### src/rtl/npc_unit.sv
module npc_unit #(
  parameter int          XLEN      = 32,
  parameter logic [31:0] RESET_PC  = 32'h0000_0000
) (
  input  logic            clk_i,
  input  logic            rst_i,
  input  logic            stall_i,
  input  logic [31:0]     instr_i,
  input  logic [XLEN-1:0] op_a_i,
  input  logic [XLEN-1:0] op_b_i,
  output logic [31:0]     pc_o,
  output logic            taken_o
);
  localparam logic [5:0] OP_JMP  = 6'd2;
  localparam logic [5:0] OP_JAL  = 6'd3;
  localparam logic [5:0] OP_BEQ  = 6'd4;
  localparam logic [5:0] OP_BNE  = 6'd5;

  logic [31:0] pc_q, seq_pc, br_tgt, jmp_tgt, next_pc;
  logic [5:0]  opc;
  logic        is_jump, is_br, cond;

  assign opc     = instr_i[31:26];
  assign seq_pc  = pc_q + 32'd4;
  assign br_tgt  = seq_pc + {{14{instr_i[15]}}, instr_i[15:0], 2'b00};
  assign jmp_tgt = {seq_pc[31:28], instr_i[25:0], 2'b00};

  assign is_jump = (opc == OP_JMP) || (opc == OP_JAL);
  assign is_br   = (opc == OP_BEQ) || (opc == OP_BNE);
  assign cond    = (opc == OP_BEQ) ? (op_a_i == op_b_i) : (op_a_i != op_b_i);
  assign taken_o = is_jump || (is_br && cond);

  assign next_pc = is_jump ? jmp_tgt : (taken_o ? br_tgt : seq_pc);

  always_ff @(posedge clk_i) begin
    if (rst_i)         pc_q <= RESET_PC;
    else if (!stall_i) pc_q <= next_pc;
  end

  assign pc_o = pc_q;

  logic seen_clk;
  always_ff @(posedge clk_i) seen_clk <= 1'b1;

  AST_RESET_PC: assert property (@(posedge clk_i) rst_i |=> pc_o == RESET_PC) else $error("reset");
  AST_STALL_HOLD: assert property (@(posedge clk_i) disable iff (rst_i) stall_i |=> $stable(pc_o)) else $error("stall");
  AST_ALIGNED: assert property (@(posedge clk_i) disable iff (rst_i || !seen_clk) pc_o[1:0] == 2'b00) else $error("align");
  AST_SEQ_STEP: assert property (@(posedge clk_i) disable iff (rst_i) (!stall_i && !taken_o) |=> pc_o == $past(pc_o) + 32'd4) else $error("seq");
  AST_JUMP_TAKEN: assert property (@(posedge clk_i) disable iff (rst_i) (instr_i[31:27] == 5'b00001) |-> taken_o) else $error("jump");
endmodule

### config.mk
export PLATFORM = sky130hd
export DESIGN_NAME = npc_unit
export DESIGN_NICKNAME = d
export VERILOG_FILES = /design/src/rtl/npc_unit.sv
export SDC_FILE = /design/constraint.sdc
export NUM_CORES = 1
export LEC_CHECK = 0
export ABC_CLOCK_PERIOD_IN_PS = 5100
export BUFFER_PORTS_ARGS = -buffer_cell sky130_fd_sc_hd__buf_2
export CAP_MARGIN = 5
export CORE_ASPECT_RATIO = 0.6
export CORE_MARGIN = 8
export CORE_UTILIZATION = 49
export DETAILED_ROUTE_END_ITERATION = 12
export PLACE_DENSITY = 0.75
export SYNTH_ARGS = -nofsm -noshare
export SYNTH_HDL_FRONTEND = slang
export SYNTH_SLANG_ARGS = --single-unit
### constraint.sdc
create_clock -name clk_i -period 5.1 [get_ports clk_i]
set_input_delay 0.51 -clock clk_i [delete_from_list [all_inputs] [get_ports clk_i]]
set_output_delay 0.51 -clock clk_i [all_outputs]
set_load 0.01 [all_outputs]
; Word-level counts from Yosys, hierarchy flattened
; Cells that the tools add are included.
[word_totals]
register_bits = 32
latchBits = 0
mem_bits_rw = 0
romBits = 0
in_bits = 99
output_inout_bits = 33
word_cells = 16
n_memories = 0
[op_classes]
n_addsub = 2
n_mul = 0
n_div = 0
magnitude_cmp = 0
n_eq_ne = 6
shift = 0
n_mux = 3
n_bitwise = 0
reduce_logical = 4
[op_table]
columns = operator, n
row1 = $mux W32, 2
row2 = $add A32 B3 Y32 const B, 1
row3 = $add A32 B32 Y32, 1
row4 = $eq A32 B32 Y1, 1
row5 = $ne A32 B32 Y1, 1
row6 = $eq A6 B2 Y1 const B, 2
row7 = $eq A6 B3 Y1 const B, 2
row8 = $logic_or A1 B1 Y1, 3
row9 = $logic_and A1 B1 Y1, 1
row10 = $mux W1, 1

; Longest topological paths before layout
; Gate-level depths: netlist (run 1).
[logic_depth]
depth_word = 6
ltp_mapped = 18
ltp_nobuf = 16

; Worst setup path before layout (run 1)
; No wires, ideal clock.
[synth_timing]
path_kind = register to register
start = register pc_q[4], in the netlist pc_o[4]
end = register pc_q[31], in the netlist pc_o[31]
setup_time_ns = 0.121
arrival_time_ns = 3.781
required_time_ns = 4.979
setup_slack_ns = 1.197
stages_incl_launch_ff = 18
path_buffers = 2
synth_period_minus_slack_ns = 3.903
path_cell_list = dfxtp_1 -> and4_1 -> and4_1 -> clkbuf_1 -> and3_1 -> nor2b_1 -> buf_4 -> nand3_1 -> xnor2_1 -> ha_1 -> a21boi_0 -> o21a_1 -> a21oi_1 -> a2111oi_1 -> nor2_1 -> mux2i_1 -> mux2_1 -> mux2_4
[synth_via]
elab_chain_cells = 4
[synth_lines]
columns = element, line_no
row1 = from (decl), 19  ; logic [31:0] pc_q, seq_pc, br_tgt, jmp_tgt, next_pc;
row2 = from (signal assigned), 37  ; else if (!stall_i) pc_q <= next_pc;
row3 = $add A32 B3 Y32 *, 24  ; assign seq_pc = pc_q + 32'd4;
row4 = $add A32 B32 Y32, 25  ; assign br_tgt = seq_pc + {{14{instr_i[15]}}, instr_i[15:0], 2'b00};
row5 = $mux W32, 33  ; assign next_pc = is_jump ? jmp_tgt : (taken_o ? br_tgt : seq_pc);
row6 = $mux W32 *, 33
; Every way passes the cells marked *; elsewhere a longest branch is shown, timed or not.
; A chain may end at the register's enable or synchronous reset.

; Worst setup path in the final report (run 1)
; Same ends and word-level chain as after synthesis.

==> flow_summary.yaml, run 1 <==
timing:
  tns_ns: 0
  post-route-period-util_pct: 84.4
  max_freq_ghz: 0.232
  setup_viol: 0
  fin_skew_ns: 0.00660
  slew_headroom_pct: 28.4
  hold_violations: 0
  fin_hold_ws_ns: 0.526
  final_max_slew_viol_count: 0
  finalCriticalPeriod_ns: 4.31
  rsz0062_at_grt: "no"
  tightest_slew_ns: 1.07
finish:
  multiInputGateArea_sq_um: 3220
  fillers: 711
  insertedDiodeCount: 0
  largest_register_ffs: 30
  fin_cells: 754
  fin_area_sq_um: 4940
  layout-drive-gt1-share_pct: 23.5
  register_area_sq_um: 601
  syn2layout_area_growth_pct: 20.9
  nets: 782
grt:
  grtUsageTotal_pct: 24.4
  overflow: 0
  grt_pass1_vias: 4341
  grt_start_max_net_pins: 57
  grt_pass1_wl_um: 23100
  antenna_found_initial: 0
pwr:
  p_per_area_nw_per_um2: 205
  power_mw: 1.01
  ir_drop_mv: 0.131
  p_leak_nw: 2.31
floorplan:
  core_area_sq_um: 7980
  rows: 25
  die_h_um: 86.7
  die_area_sq_um: 11600
  ios: 132
  die_w_um: 134
  initial_core_util_pct: 51.2
cts:
  cts-root-buf: "clkbuf_16"
  cts_buffers: 5
  post_cts_resized: 0
  cts.sinks: 30
  h-tree-depth: 2
  clk_latency_ns: 0.29
  post-cts-setup-buffers: 0
  cts_buffer_depth: 2
  cts_hold_buf: 0
  cts.clk_slew.worst_paths_ns: 0.06
  cts_tree: "done"
yosys:
  yosysUniqueCellTypes: 60
  synth_seq_cells: 30
  avgSynthCellArea_sq_um: 7.69
  synthCells: 531
  synth_edf_count: 0
  synth-seq-area-share_pct: 14.7
  yosysWarningCount: 0
  synth_flop_cell: "dfxtp_1"
  async_flop_share_pct: 0
  synthesis.area_sq_um: 4080
setup_path:
  cp-end-kind: "flop"
  r2r_slack_ns: 0.79
  cp.arrival_ns: 4.48
  path_delay_family: "simple AND/OR/NAND/NOR gates"
  worst-path-buf-inv: 1
  cp_cell_sequence: "and4_1 > and4_1 > and3_1 > nor2b_1 > buf_4 > nand3_1 > xnor2_1 > ha_1 > a21boi_0 > o21a_1 > a21oi_1 > a2111oi_1 > nor2_1 > mux2i_1 > mux2_1 > mux2_4"
  worstRegToRegCells: 16
  cp-start-kind: "flop"
  cp_max_fo: 8
  r2r-start: "pc_o[4]"
  cpMostUsedCell: "and4_1"
  r2r_end: "pc_o[31]"
  crit_required_ns: 5.27
  cp_slowest_stage_delay_ns: 0.43
  cp_slowest_cell: "dfxtp_1"
  critical_path_class: "reg2reg"
hold_path:
  hold_path_class: "reg2reg"
  min_from: "pc_o[22]"
  whs_path_depth: 2
  min_to: "pc_o[22]"
placed_design:
  io_buffers: 129
  routabilityCongestion: 0.923
  placed_cell_area_sq_um: 4770
  dp_cells: 746
  dp_hpwl_um: 11300
routing:
  drt_iter0_drc: 474
  vias_per_cell: 6.17
  drc: 0
  postRouteAntennaNets: 0
  wire_per_inst_um: 19.4
  drtPass1Iterations: 7
  finalWirelength_um: 14600
  vias: 4651
flow_run:
  drv_cap: 0
status:
  status: "complete, no violations"
## worst reg2reg max path, delay by kind of cell (launching register included)
kind | cells | cell delay [ns]
compound gates | 4 | 0.88
xor+xnor | 1 | 0.19
fa+ha+maj | 1 | 0.38
buf+inv | 1 | 0.18
flops | 1 | 0.43
mux | 3 | 0.85
simple gates | 6 | 1.28
## worst max-delay path by stage
stage               startpoint        to  slack (ns)  cells past startpoint
detailed placement     pc_o[4]  pc_o[31]        0.94                     16
finish                 pc_o[4]  pc_o[31]        0.79                     16
CTS                    pc_o[4]  pc_o[31]        0.88                     16
global placement       pc_o[4]  pc_o[31]        1.02                     16
floorplan              pc_o[4]  pc_o[31]        1.20                     17
global route           pc_o[4]  pc_o[31]        0.48                     16
## synthesized netlist by cell type (7+ instances only)
master,count,area [sq um]
nand2_1,54,203
a221oi_1,44,385
xor2_1,43,377
xnor2_1,40,350
ha_1,37,463
inv_1,36,135
a21oi_1,33,165
dfxtp_1,30,601
nand3_1,18,90.1
a21o_1,17,128
clkbuf_1,17,63.8
nor2_1,16,60.1
nand4_1,15,93.8
o21ai_0,14,70.1
nor4_1,10,62.6
o31ai_1,8,60.1
nor3_1,7,35.0
## cell usage in the layout, fill, tap and decap left out, types with 4 or more instances in the layout
cell type and instances:
nand3_1 18, inv_1 36, and2_1 4, nand2_1 54
nor2_1 16, xnor2_1 40, and4_1 6, xor2_1 43
nor4_1 10, o21a_1 5, nand4_1 15, nor3_1 7
a211oi_1 4, nor2b_1 4, a31oi_1 5, o21bai_1 5
a221oi_1 44, a21o_1 17, a21oi_1 33, mux2i_1 5
ha_1 37, dfxtp_1 30, buf_2 129, o31ai_1 8
clkbuf_16 5, buf_4 4, nand2b_1 4, o21ai_0 14
## per-stage QoR
stage / utilization, % / setup slack [ns]
final: 61.9 / 0.794
after global routing: 61.9 / 0.478
after CTS: 61.9 / 0.882
after detailed placement: 59.8 / 0.936
after global placement: 59.8 / 1.02
after floorplan: - / 1.20
## cell families after synthesis
family                     count (synthesis)  synth area share [%]
muxes                                      7                  1.87
DFF                                       30                  14.7
AOI/OAI and AO/OA                        157                  28.3
buffers and inverters                     64                  6.50
xor gates and xnor gates                  83                  17.8
and+or+nand+nor                          151                  18.8
adders and majority gates                 38                  11.8
other                                      1                0.0919
## routing by layer
metal	up-vias	GRT usage, %	routed length [um]
li1	2208	-	-
met3	14	5.89	1480
met5	-	0	0
met2	257	36.5	6190
met4	0	4.76	117
met1	2172	34.5	6830
## where the power goes
part	internal (mW)	switching (mW)	total, mW
registers	0.250	0.0253	0.275
clock network	0.229	0.126	0.355
logic	0.167	0.216	0.383
## area by class of cell
cell class,instances,area share (%)
Timing Repair Buffer,133,13.7
Sequential cell,30,12.2
Multi-Input combinational cell,438,65.2
Clock buffer,5,2.53
Clock inverter,3,0.811
Tap cell,108,2.74
Inverter,37,2.81
(Power assumes the default switching activity.)
==> inputs of run 2 (changes only) <==
--- a/config.mk
+++ b/config.mk
@@ -5,14 +5,15 @@
 export SDC_FILE = /design/constraint.sdc
 export NUM_CORES = 1
 export LEC_CHECK = 0
-export ABC_CLOCK_PERIOD_IN_PS = 5100
+export ABC_AREA = 1
+export ABC_CLOCK_PERIOD_IN_PS = 3900
 export BUFFER_PORTS_ARGS = -buffer_cell sky130_fd_sc_hd__buf_2
 export CAP_MARGIN = 5
 export CORE_ASPECT_RATIO = 0.6
 export CORE_MARGIN = 8
 export CORE_UTILIZATION = 49
 export DETAILED_ROUTE_END_ITERATION = 12
-export PLACE_DENSITY = 0.75
+export PLACE_DENSITY = 0.76
 export SYNTH_ARGS = -nofsm -noshare
 export SYNTH_HDL_FRONTEND = slang
 export SYNTH_SLANG_ARGS = --single-unit
==> constraint.sdc (replaced) <==
create_clock -name clk_i -period 3.9 [get_ports clk_i]
set_input_delay 0.39 -clock clk_i [delete_from_list [all_inputs] [get_ports clk_i]]
set_output_delay 0.39 -clock clk_i [all_outputs]
set_load 0.01 [all_outputs]
==> run 2 against run 1 <==
Synthesized cell count increased by 79%; global-route usage increased by 0.68 points; clock-buffer cell count increased by 2; area after synthesis increased by 25%; cell count increased by 60%; total power increased by 32%; worst hold slack got worse by 0.10 ns; sequential share of layout area decreased by 2.2 points; die area increased by 21%; largest cell class unchanged; highest routed layer is now met5; combinational power increased by 50%.
==> flow_summary.yaml, run 2 <==
floorplan:
  die_w_um: 148
  ios: 132
  core_area_sq_um: 10400
  initial_core_util_pct: 49.3
  die_area_sq_um: 14100
  rows: 29
  die_h_um: 95.2
placed_design:
  dp_cells: 1202
  dp_hpwl_um: 14600
  routabilityCongestion: 1.02
  placed_cell_area_sq_um: 5850
  io_buffers: 129
yosys:
  synth_area_leaders: "nand2_1 (23%), dfxtp_1 (12%), inv_1 (11%), ha_1 (9.0%), nor2_1 (7.9%)"
  synth-seq-area-share_pct: 11.7
  async_flop_share_pct: 0
  yosysMostFrequentCell: "nand2_1"
  synth_flop_cell: "dfxtp_1"
  synth.largest_area_cell: "nand2_1"
  synth_seq_cells: 30
  synthesis.area_sq_um: 5120
  ys_top_cells_by_count: "nand2_1 (320), inv_1 (150), nor2_1 (107)"
  synth_edf_count: 0
  yosysUniqueCellTypes: 40
  yosysWarningCount: 0
  synthCells: 950
  synth_top_area_share_pct: 23.5
  avgSynthCellArea_sq_um: 5.39
setup_path:
  cp-start-kind: "flop"
  cp_slowest_stage_delay_ns: 0.46
  worst-path-buf-inv: 2
  worstRegToRegCells: 17
  r2r_end: "pc_o[27]"
  crit_required_ns: 4.12
  critical_path_class: "reg2reg"
  cp_cell_sequence: "ha_1 > inv_1 > nor2_2 > nand2_1 > xor2_1 > inv_1 > ha_1 > nand2_1 > nor2_1 > nand3_1 > nand3b_1 > nand2_1 > nand3_1 > nor2_1 > nor3b_1 > nor2_1 > nor2_1"
  crit_cells: 17
  cp-end-kind: "flop"
  r2r_slack_ns: 0.43
  cp-startpoint: "pc_o[2]"
  cp_slowest_cell: "dfxtp_1"
  cpMostUsedCell: "nor2_1"
  critPathCapture: "pc_o[27]"
  cp.arrival_ns: 3.69
  cp_max_fo: 6
  path_delay_family: "simple AND/OR/NAND/NOR gates"
  r2r-start: "pc_o[2]"
timing:
  fin_skew_ns: 0.00414
  hold_violations: 0
  setup_viol: 0
  tns_ns: 0
  slew_headroom_pct: 44.0
  fin_hold_ws_ns: 0.423
  finalCriticalPeriod_ns: 3.47
  rsz0062_at_grt: "no"
  final_max_slew_viol_count: 0
  max_freq_ghz: 0.288
  tightest_slew_ns: 0.839
  post-route-period-util_pct: 89.0
routing:
  dr_wl_met2_um: 7170
  highest_layer: "met5"
  drtPass1Iterations: 6
  vias_per_cell: 5.13
  wire_per_inst_um: 14.6
  wl_met1_um: 8010
  wl_met3_um: 2230
  vias: 6203
  finalWirelength_um: 17700
  drc: 0
  drt_iter0_drc: 611
  postRouteAntennaNets: 0
finish:
  final_cell_mix: "nand2_1 (320), inv_1 (150), buf_2 (129)"
  nets: 1207
  fin_cells: 1210
  layout-drive-gt1-share_pct: 14.5
  fin_area_sq_um: 6000
  syn2layout_area_growth_pct: 17.3
  largest_register_ffs: 30
  final_common_cell: "nand2_1"
  insertedDiodeCount: 0
grt:
  antenna_found_initial: 0
  grt_pass1_vias: 5748
  overflow: 0
  grt_start_max_net_pins: 45
  grtUsageTotal_pct: 25.1
  grt_pass1_wl_um: 28500
cts:
  cts_buffer_depth: 2
  h-tree-depth: 2
  post_cts_resized: 0
  cts_buffers: 5
  clk_latency_ns: 0.28
  cts.clk_slew.worst_paths_ns: 0.05
  cts_hold_buf: 0
  cts.sinks: 30
  cts-root-buf: "clkbuf_16"
  cts_tree: "done"
  post-cts-setup-buffers: 0
status:
  status: "complete, no violations"
pwr:
  p_comb_share_pct: 43.0
  p_per_area_nw_per_um2: 223
  switchingPower_mw: 0.534
  seq_power_share_pct: 27.1
  intPower_mw: 0.802
  p_leak_nw: 3.42
  swShare_pct: 40.0
  ir_drop_mv: 0.228
  p_clk_share_pct: 29.9
hold_path:
  hold_path_class: "in2reg"
flow_run:
  drv_cap: 0
[run 2: per-stage QoR]
stage / utilization [%] / total power [mW] / worst slack, ns
after floorplan: - / 0.743 / 1.16
after global placement: 56.4 / 0.926 / 0.668
after detailed placement: 56.4 / 0.931 / 0.603
after CTS: 57.8 / 1.33 / 0.580
after global routing: 57.8 / 1.44 / 0.268
final: 57.8 / 1.34 / 0.430
[run 2: tightest hold or removal path: stages]
cell and delay (ns):
buf_2 0.12, a21oi_1 0.05, a21oi_1 0.11
[run 2: worst min-delay path by stage]
stage	from	end	slack, ns	depth (start not counted)
floorplan	stall_i	pc_o[29]	0.54	2
global placement	pc_o[31]	pc_o[31]	0.59	2
detailed placement	pc_o[31]	pc_o[31]	0.59	2
CTS	stall_i	pc_o[29]	0.42	3
global route	stall_i	pc_o[29]	0.45	3
finish	stall_i	pc_o[29]	0.42	3
[run 2: layer usage]
metal | global-route usage [%] | vias to the layer above
met5 | 3.33 | -
met4 | 4.47 | 2
met3 | 8.96 | 22
met2 | 37.2 | 319
met1 | 34.3 | 2661
li1 | - | 3199
[run 2: layout make-up]
class,count,area (sq um)
clock buffers,7,143
fillers,1101,4380
clock inverters,1,5.00
flip-flops and latches,30,601
multi-input cells,746,3820
repair buffers,133,676
inverters,154,578
well taps,139,174
[run 2: kinds of logic (layout without fill, tap and decap cells)]
kind of cell | count (synthesis) | in the layout | share of synthesized area, %
AO/OA/AOI/OAI | 107 | 107 | 10.8
XOR/XNOR | 59 | 59 | 10.1
adder cells (fa/ha/maj) | 38 | 38 | 9.44
buffers and inverters | 175 | 295 | 13.6
flip-flops | 30 | 30 | 11.7
other | 1 | 2 | 0.0733
AND/OR/NAND/NOR | 540 | 540 | 44.3
[run 2: power groups by stage]
stage / logic (mW) / clock network, mW / registers (mW)
after global routing: 0.653 / 0.419 / 0.365
after detailed placement: 0.564 / 0 / 0.366
after CTS: 0.567 / 0.397 / 0.361
after global placement: 0.561 / 0 / 0.365
after floorplan: 0.374 / 0 / 0.369
final: 0.574 / 0.399 / 0.362
